[src/rtl/i2c_tgt_pkg.sv]
package i2c_tgt_pkg;

    // Status codes published with the interrupt flag
    localparam logic [7:0] ST_OWN_W     = 8'h60;
    localparam logic [7:0] ST_GCALL     = 8'h70;
    localparam logic [7:0] ST_DATA_ACK  = 8'h80;
    localparam logic [7:0] ST_DATA_NACK = 8'h88;
    localparam logic [7:0] ST_END       = 8'hA0;
    localparam logic [7:0] ST_IDLE      = 8'hF8;

    // Register selects
    localparam logic [1:0] RA_CTRL = 2'd0;
    localparam logic [1:0] RA_STAT = 2'd1;
    localparam logic [1:0] RA_DATA = 2'd2;
    localparam logic [1:0] RA_OWN  = 2'd3;

    // Control bit positions
    localparam int CB_EN   = 6;
    localparam int CB_FLAG = 3;
    localparam int CB_AA   = 2;
    localparam logic [7:0] CTRL_KEEP = 8'h75;

    localparam int LINES = 2;

    typedef enum logic [2:0] {
        PH_IDLE, PH_ADDR, PH_DATA, PH_ACK, PH_XMIT, PH_SKIP
    } phase_e;

    typedef enum logic [1:0] { HIT_NONE, HIT_OWN, HIT_GCALL } hit_e;

    typedef struct packed {
        logic       set;
        logic [7:0] code;
        logic       hold;
        logic       load;
        logic [7:0] data;
    } event_t;

    function automatic hit_e classify(input logic [6:0] rx, input logic [6:0] own);
        if (rx == own)        return HIT_OWN;
        else if (rx == 7'd0)  return HIT_GCALL;
        else                  return HIT_NONE;
    endfunction

    function automatic logic legal_code(input logic [7:0] c);
        return (c == ST_OWN_W) || (c == ST_GCALL) || (c == ST_DATA_ACK) ||
               (c == ST_DATA_NACK) || (c == ST_END);
    endfunction

endpackage

[src/rtl/i2c_tgt_deglitch.sv]
module i2c_tgt_deglitch #(
    parameter int FILT_LEN = 4
) (
    input  logic clk,
    input  logic rst,
    input  logic raw,
    output logic clean
);
    localparam int CW = (FILT_LEN < 2) ? 1 : $clog2(FILT_LEN);

    logic          s1_q, s2_q, clean_q;
    logic [CW-1:0] run_q;

    always_ff @(posedge clk) begin
        if (rst) begin
            s1_q    <= 1'b1;
            s2_q    <= 1'b1;
            clean_q <= 1'b1;
            run_q   <= '0;
        end else begin
            s1_q <= raw;
            s2_q <= s1_q;
            if (s2_q == clean_q) begin
                run_q <= '0;
            end else if (run_q == CW'(FILT_LEN - 1)) begin
                clean_q <= s2_q;
                run_q   <= '0;
            end else begin
                run_q <= run_q + 1'b1;
            end
        end
    end

    assign clean = clean_q;

    AST_CLEAN_FOLLOWS_SYNC: assert property (@(posedge clk) disable iff (rst)
        !$stable(clean_q) |-> clean_q == $past(s2_q));

endmodule

[src/rtl/i2c_tgt_engine.sv]
module i2c_tgt_engine
    import i2c_tgt_pkg::*;
(
    input  logic       clk,
    input  logic       rst,
    input  logic       en,
    input  logic       ack_en,
    input  logic [6:0] own,
    input  logic       scl,
    input  logic       sda,
    output logic       sda_low,
    output logic       tx_mode,
    output event_t     evt
);
    logic       scl_d, sda_d;
    phase_e     phase_q, after_q;
    logic [3:0] bits_q;
    logic [7:0] shreg_q;
    logic       addressed_q;
    logic       sda_low_q;
    hit_e       hit;

    wire start_c = scl & scl_d & sda_d & ~sda;
    wire stop_c  = scl & scl_d & ~sda_d & sda;
    wire rise_c  = scl & ~scl_d;
    wire fall_c  = ~scl & scl_d;

    assign hit = classify(shreg_q[7:1], own);

    always_ff @(posedge clk) begin
        if (rst) begin
            scl_d       <= 1'b1;
            sda_d       <= 1'b1;
            phase_q     <= PH_IDLE;
            after_q     <= PH_IDLE;
            bits_q      <= '0;
            shreg_q     <= '0;
            addressed_q <= 1'b0;
            sda_low_q   <= 1'b0;
            evt         <= '0;
        end else begin
            scl_d <= scl;
            sda_d <= sda;
            evt   <= '0;
            if (!en) begin
                phase_q     <= PH_IDLE;
                addressed_q <= 1'b0;
                sda_low_q   <= 1'b0;
            end else if (start_c || stop_c) begin
                if (addressed_q) begin
                    evt.set  <= 1'b1;
                    evt.code <= ST_END;
                end
                addressed_q <= 1'b0;
                sda_low_q   <= 1'b0;
                bits_q      <= '0;
                phase_q     <= start_c ? PH_ADDR : PH_IDLE;
            end else begin
                unique case (phase_q)
                    PH_ADDR, PH_DATA: begin
                        if (rise_c) begin
                            shreg_q <= {shreg_q[6:0], sda};
                            bits_q  <= bits_q + 4'd1;
                        end else if (fall_c && bits_q == 4'd8) begin
                            bits_q <= '0;
                            if (phase_q == PH_ADDR) begin
                                if (ack_en && !shreg_q[0] && hit != HIT_NONE) begin
                                    evt.set     <= 1'b1;
                                    evt.hold    <= 1'b1;
                                    evt.code    <= (hit == HIT_OWN) ? ST_OWN_W : ST_GCALL;
                                    sda_low_q   <= 1'b1;
                                    addressed_q <= 1'b1;
                                    after_q     <= PH_DATA;
                                    phase_q     <= PH_ACK;
                                end else if (ack_en && shreg_q[0] && hit == HIT_OWN) begin
                                    sda_low_q <= 1'b1;
                                    after_q   <= PH_XMIT;
                                    phase_q   <= PH_ACK;
                                end else begin
                                    phase_q <= PH_SKIP;
                                end
                            end else begin
                                evt.set   <= 1'b1;
                                evt.hold  <= 1'b1;
                                evt.load  <= 1'b1;
                                evt.data  <= shreg_q;
                                evt.code  <= ack_en ? ST_DATA_ACK : ST_DATA_NACK;
                                sda_low_q <= ack_en;
                                after_q   <= ack_en ? PH_DATA : PH_SKIP;
                                phase_q   <= PH_ACK;
                                if (!ack_en) addressed_q <= 1'b0;
                            end
                        end
                    end
                    PH_ACK: begin
                        if (fall_c) begin
                            sda_low_q <= 1'b0;
                            phase_q   <= after_q;
                        end
                    end
                    default: ;
                endcase
            end
        end
    end

    assign sda_low = sda_low_q;
    assign tx_mode = (phase_q == PH_XMIT);

    AST_ACK_ON_LOW_SCL: assert property (@(posedge clk) disable iff (rst)
        $rose(sda_low_q) |-> !$past(scl));
    AST_EVENT_NEEDS_EN: assert property (@(posedge clk) disable iff (rst)
        evt.set |-> $past(en));
    AST_EVENT_CODE_LEGAL: assert property (@(posedge clk) disable iff (rst)
        evt.set |-> legal_code(evt.code));
    AST_XMIT_NOT_RX: assert property (@(posedge clk) disable iff (rst)
        tx_mode |-> !addressed_q);

endmodule

[src/rtl/i2c_tgt_rx.sv]
module i2c_tgt_rx
    import i2c_tgt_pkg::*;
#(
    parameter int FILT_LEN = 4
) (
    input  logic       clk,
    input  logic       rst,
    input  logic       reg_we_i,
    input  logic [1:0] reg_addr_i,
    input  logic [7:0] reg_wdata_i,
    output logic [7:0] reg_rdata_o,
    input  logic       scl_i,
    input  logic       sda_i,
    output logic       scl_low_o,
    output logic       sda_low_o,
    output logic       irq_o,
    output logic       tx_mode_o
);
    logic [LINES-1:0] raw_bus, clean_bus;
    logic [7:0]       ctrl_q, stat_q, data_q;
    logic [6:0]       own_q;
    logic             flag_q, hold_q;
    event_t           evt;

    assign raw_bus = {scl_i, sda_i};

    for (genvar g = 0; g < LINES; g++) begin : g_line
        i2c_tgt_deglitch #(.FILT_LEN(FILT_LEN)) u_dg (
            .clk   (clk),
            .rst   (rst),
            .raw   (raw_bus[g]),
            .clean (clean_bus[g])
        );
    end

    i2c_tgt_engine u_eng (
        .clk     (clk),
        .rst     (rst),
        .en      (ctrl_q[CB_EN]),
        .ack_en  (ctrl_q[CB_AA]),
        .own     (own_q),
        .scl     (clean_bus[1]),
        .sda     (clean_bus[0]),
        .sda_low (sda_low_o),
        .tx_mode (tx_mode_o),
        .evt     (evt)
    );

    wire ctrl_wr = reg_we_i && (reg_addr_i == RA_CTRL);

    always_ff @(posedge clk) begin
        if (rst) begin
            ctrl_q <= '0;
            own_q  <= '0;
            flag_q <= 1'b0;
            hold_q <= 1'b0;
            stat_q <= ST_IDLE;
            data_q <= '0;
        end else begin
            if (ctrl_wr) begin
                ctrl_q <= reg_wdata_i & CTRL_KEEP;
                if (!reg_wdata_i[CB_FLAG]) flag_q <= 1'b0;
            end
            if (reg_we_i && reg_addr_i == RA_OWN) own_q <= reg_wdata_i[6:0];
            if (evt.set) begin
                flag_q <= 1'b1;
                hold_q <= evt.hold;
                stat_q <= evt.code;
            end
            if (evt.load) data_q <= evt.data;
        end
    end

    always_comb begin
        unique case (reg_addr_i)
            RA_CTRL: reg_rdata_o = ctrl_q | {4'd0, flag_q, 3'd0};
            RA_STAT: reg_rdata_o = flag_q ? stat_q : ST_IDLE;
            RA_DATA: reg_rdata_o = data_q;
            default: reg_rdata_o = {1'b0, own_q};
        endcase
    end

    assign scl_low_o = flag_q & hold_q;
    assign irq_o     = flag_q;

    AST_FLAG_CLEARED_BY_SW: assert property (@(posedge clk) disable iff (rst)
        $fell(flag_q) |-> $past(ctrl_wr && !reg_wdata_i[CB_FLAG]));
    AST_DATA_HELD: assert property (@(posedge clk) disable iff (rst)
        !$stable(data_q) |-> flag_q);
    AST_END_NO_STRETCH: assert property (@(posedge clk) disable iff (rst)
        (flag_q && stat_q == ST_END) |-> !scl_low_o);

endmodule

[config.mk]
export PLATFORM = sky130hd
export DESIGN_NAME = i2c_tgt_rx
export DESIGN_NICKNAME = d
export VERILOG_FILES = /design/src/rtl/i2c_tgt_pkg.sv /design/src/rtl/i2c_tgt_deglitch.sv /design/src/rtl/i2c_tgt_engine.sv /design/src/rtl/i2c_tgt_rx.sv
export SDC_FILE = /design/constraint.sdc
export NUM_CORES = 1
export LEC_CHECK = 0
export CAP_MARGIN = 20
export CORE_AREA = 2 2 79 81
export DETAILED_ROUTE_END_ITERATION = 8
export DIE_AREA = 0 0 81 83
export PLACE_DENSITY_LB_ADDON = 0.12
export REMOVE_ABC_BUFFERS = 1
export SETUP_SLACK_MARGIN = 0.05
export SYNTH_ARGS = -nofsm -noshare
export SYNTH_HDL_FRONTEND = slang
export SYNTH_SLANG_ARGS = --single-unit
[constraint.sdc]
create_clock -name clk -period 2 [get_ports clk]
set_input_delay 0.4 -clock clk [delete_from_list [all_inputs] [get_ports clk]]
set_output_delay 0.4 -clock clk [all_outputs]
set_load 0.02 [all_outputs]
==> results.md <==
- Status: finished, final reports clean
- Post-Syn Area: 0.00314 mm^2
- H-tree Lvls: 3
- Vias in the first global route: between 2k and 2.5k
- Critical path startpoint category: flop
- WHS: approximately 420 ps
- Top cell type's share of synthesized area: 47.8%
- Simple-gate area share of the yosys netlist: 21.4%
- Critical Path RT: 1600 ps
- # DRC: 0
- Sequential power share: ~57%
- Seq/Total Area, Yosys: between 40% and 50%
- Area leader, netlist: dfxtp_1
- Max-cap violations: 0
- Final HPWL DP: between 4 and 5 mm
- Synth Register Bits: between 70 and 80
- CTS Root Cell: clkbuf_8
- Die width: about 81 um
- Netlist cell types: 52
- CTS tree: built
- Critical path capture point type: output port
- Num CTS Buffers: 9
- Peak VDD IR: about 470 uV
- Max-slew violation count: 0
- Most numerous cell in the Yosys netlist: dfxtp_1
- ANT cells: 0
- Starting density of the core: 54.0%
- Async S/R FF share, synth: 0%
- Share of cells above drive strength 1: between 10% and 20%
- Final ANT Viol Nets: 0
- Rows: 28
- Post-synth EDFFs: 0
- I/O pins: 27
- Switching part of the total: 23.5%
- Hold crit path type: reg2reg
- Clock power share: 36.4%
- Net Sw Power: 0.000619 W
- Combinational family with the most area after synthesis: simple AND/OR/NAND/NOR gates
- Via density: around 5.4
- Overall Global Routing Usage: 20.5%
- Hold-fix buffers, CTS: 0
- CTS Buffer Depth: 2
- Clk slew on worst S/H paths: roughly 80 ps
- Drt initial violations: 78
- Multi-input logic area: 0.00155 mm^2
- Syn Inst Count: between 300 and 400
- Worst-Skew Late Latency: 350 ps
- Worst Setup Slack, final: 142 ps
- Overall Power: 0.00263 W
- Clock sinks: 75
- Fill count: 515
- Reg area: 0.00151 mm^2
- Post-synthesis compound-gate area fraction: 8.77%
- RSZ-0062 raised after global routing: no
- Critical Path Fanout Max: 6
- Largest net degree at the start of global routing: 31
- Post-place setup slack: -551 ps
- CORE AREA: 0.00582 mm^2
- Combinational share of power: 6.2%
- Port Buffers: 25
- Max Clk Rate: 538 MHz
- Wire length per cell: 14.4 um
- Worst slew margin relative to its limit: 64.8%
- Vias: 2350
- Internal: slightly above 0.002 W
- Gr ovfl total: 0
- Mux share of post-synthesis cell area: 14.7%
- LEAKAGE: 1.49 nW
- Pin slew with the least headroom to its limit: 527 ps
- Drt total wl: 6.30 mm
- Synth Flop Type: dfxtp_1
- Drt pass-1 iters: 4
- Final Hold Fails: 0
- CP Class: reg2out
- Power per Cell Area: 707 mW/mm^2
- First-pass GRT wire length: 10.7 mm
- Die area: 0.00672 mm^2
- Post-Synth Adder-Cell Area: about 1.6%
- CP Data Arrival Time: 1460 ps
- Post-Synth XOR/XNOR Area: 3.07%
- Post-Route Utilization: between 60% and 70%
- Tmin final: 1860 ps
- Top cells by count, synth: 75 x dfxtp_1, 39 x nor2_1, 37 x mux2i_1, 20 x nand2_1, 12 x and2_1
- Antenna violations before repair: 0
- Yosys Warn Count: 0
- Placer's final routability congestion estimate: between 0.8 and 0.9
- Final nets: 379
- P&R area growth vs syn: 18.7%
- Setup Viol. Count Final: 0
- Chip height: 83 um
- Skew final: 9.62 ps
- Syn_area_per_cell: 9.93 um^2
- Area contributors post-synth: dfxtp_1 48%, mux2i_1 12%, nor2_1 4.7%, mux4_2 2.9%, and2_1 2.4%
- Final period utilization: just over 90%
==> power by group through the flow <==
stage / combinational [W] / sequential [W] / clock, W
after floorplan: 0.0000690 / 0.00155 / 0
after global placement: 0.000168 / 0.00155 / 0
after detailed placement: 0.000169 / 0.00155 / 0
after CTS: 0.000167 / 0.00151 / 0.000980
after global routing: 0.000177 / 0.00151 / 0.00104
final: 0.000163 / 0.00151 / 0.000959
==> through the flow <==
step | area (um^2) | instances | TNS (ps)
finish | 3720 | 438 | 0
floorplan | 3080 | 303 | 0
CTS | 3740 | 438 | 0
detailed placement | 3590 | 424 | -4030
global placement | 3590 | 424 | -4000
global route | 3720 | 438 | 0
==> flip-flops by register name, indices dropped and copies added, names as in the netlist, 2 cells and up <==
register / count
g_line.u_dg.s1_q: 2
stat_q: 5
u_eng.shreg_q: 8
u_eng.evt: 16
ctrl_q: 5
u_eng.phase_q: 3
data_q: 8
own_q: 7
g_line.u_dg.run_q: 4
g_line.u_dg.clean: 2
u_eng.bits_q: 4
u_eng.after_q: 3
g_line.u_dg.s2_q: 2
==> cell type report <==
| class | count | share of cell area [%] |
|---|---|---|
| flip-flops and latches | 75 | 40.5 |
| repair buffers | 46 | 10.3 |
| clock buffers | 9 | 3.33 |
| multi-input cells | 220 | 41.7 |
| well taps | 75 | 2.52 |
| inverters | 8 | 0.806 |
| clock inverters | 5 | 0.874 |
==> routing by layer <==
layer / GRT usage, % / up-vias / wire (um)
met4: 6.63 / 0 / 72
met3: 5.98 / 9 / 296
li1: - / 1187 / -
met5: 0 / - / 0
met2: 31.6 / 46 / 2910
met1: 27.6 / 1108 / 3020
==> final timing paths <==
| kind | to | slack, ps | from | depth (start not counted) |
|---|---|---|---|---|
| worst min-delay path | g_line[1].u_dg.run_q[0] | 420 | g_line[1].u_dg.run_q[0] | 1 |
| worst min register to register | g_line[1].u_dg.run_q[0] | 420 | g_line[1].u_dg.run_q[0] | 1 |
| worst max-delay path | reg_rdata_o[3] | 140 | irq_o | 3 |
| worst max register to register | u_eng.after_q[1] | 230 | g_line[1].u_dg.clean | 6 |
==> worst max-delay path: stages, from the launching register on <==
cell and delay, ps:
dfxtp_4 370, buf_4 140, mux4_2 430, buf_2 170
==> cells in the final DEF, fill, tap and decap left out, types with 4 or more instances in the layout <==
master            n
a21oi_1          11
o21ai_0           6
clkbuf_8          9
ha_1              4
nor4_1            5
buf_4            20
inv_1             7
nor3_1            5
nor2_1           39
dlygate4sd2_1     4
mux2i_1          37
mux4_2            4
nand3_1           7
clkdlybuf4s50_1  14
dfxtp_1          73
nand2b_1          9
nor2b_1           5
nand2_1          20
and2_1           12
or2_2             6
xor2_1            8
==> what timing repair did <==
item                                   4_1_cts  5_1_grt
buffers inserted                             0        0
endpoints found under the hold margin        0        0
resized for setup                           30        6
setup endpoints to repair                   10        4
==> cell families (layout without fill, tap and decap cells) <==
family / after synthesis / after routing
fa+ha+maj: 4 / 4
buf+inv: 21 / 68
mux: 41 / 41
xor+xnor: 11 / 11
simple gates: 125 / 125
compound gates: 39 / 39
flops: 75 / 75
(Power assumes the default switching activity.)
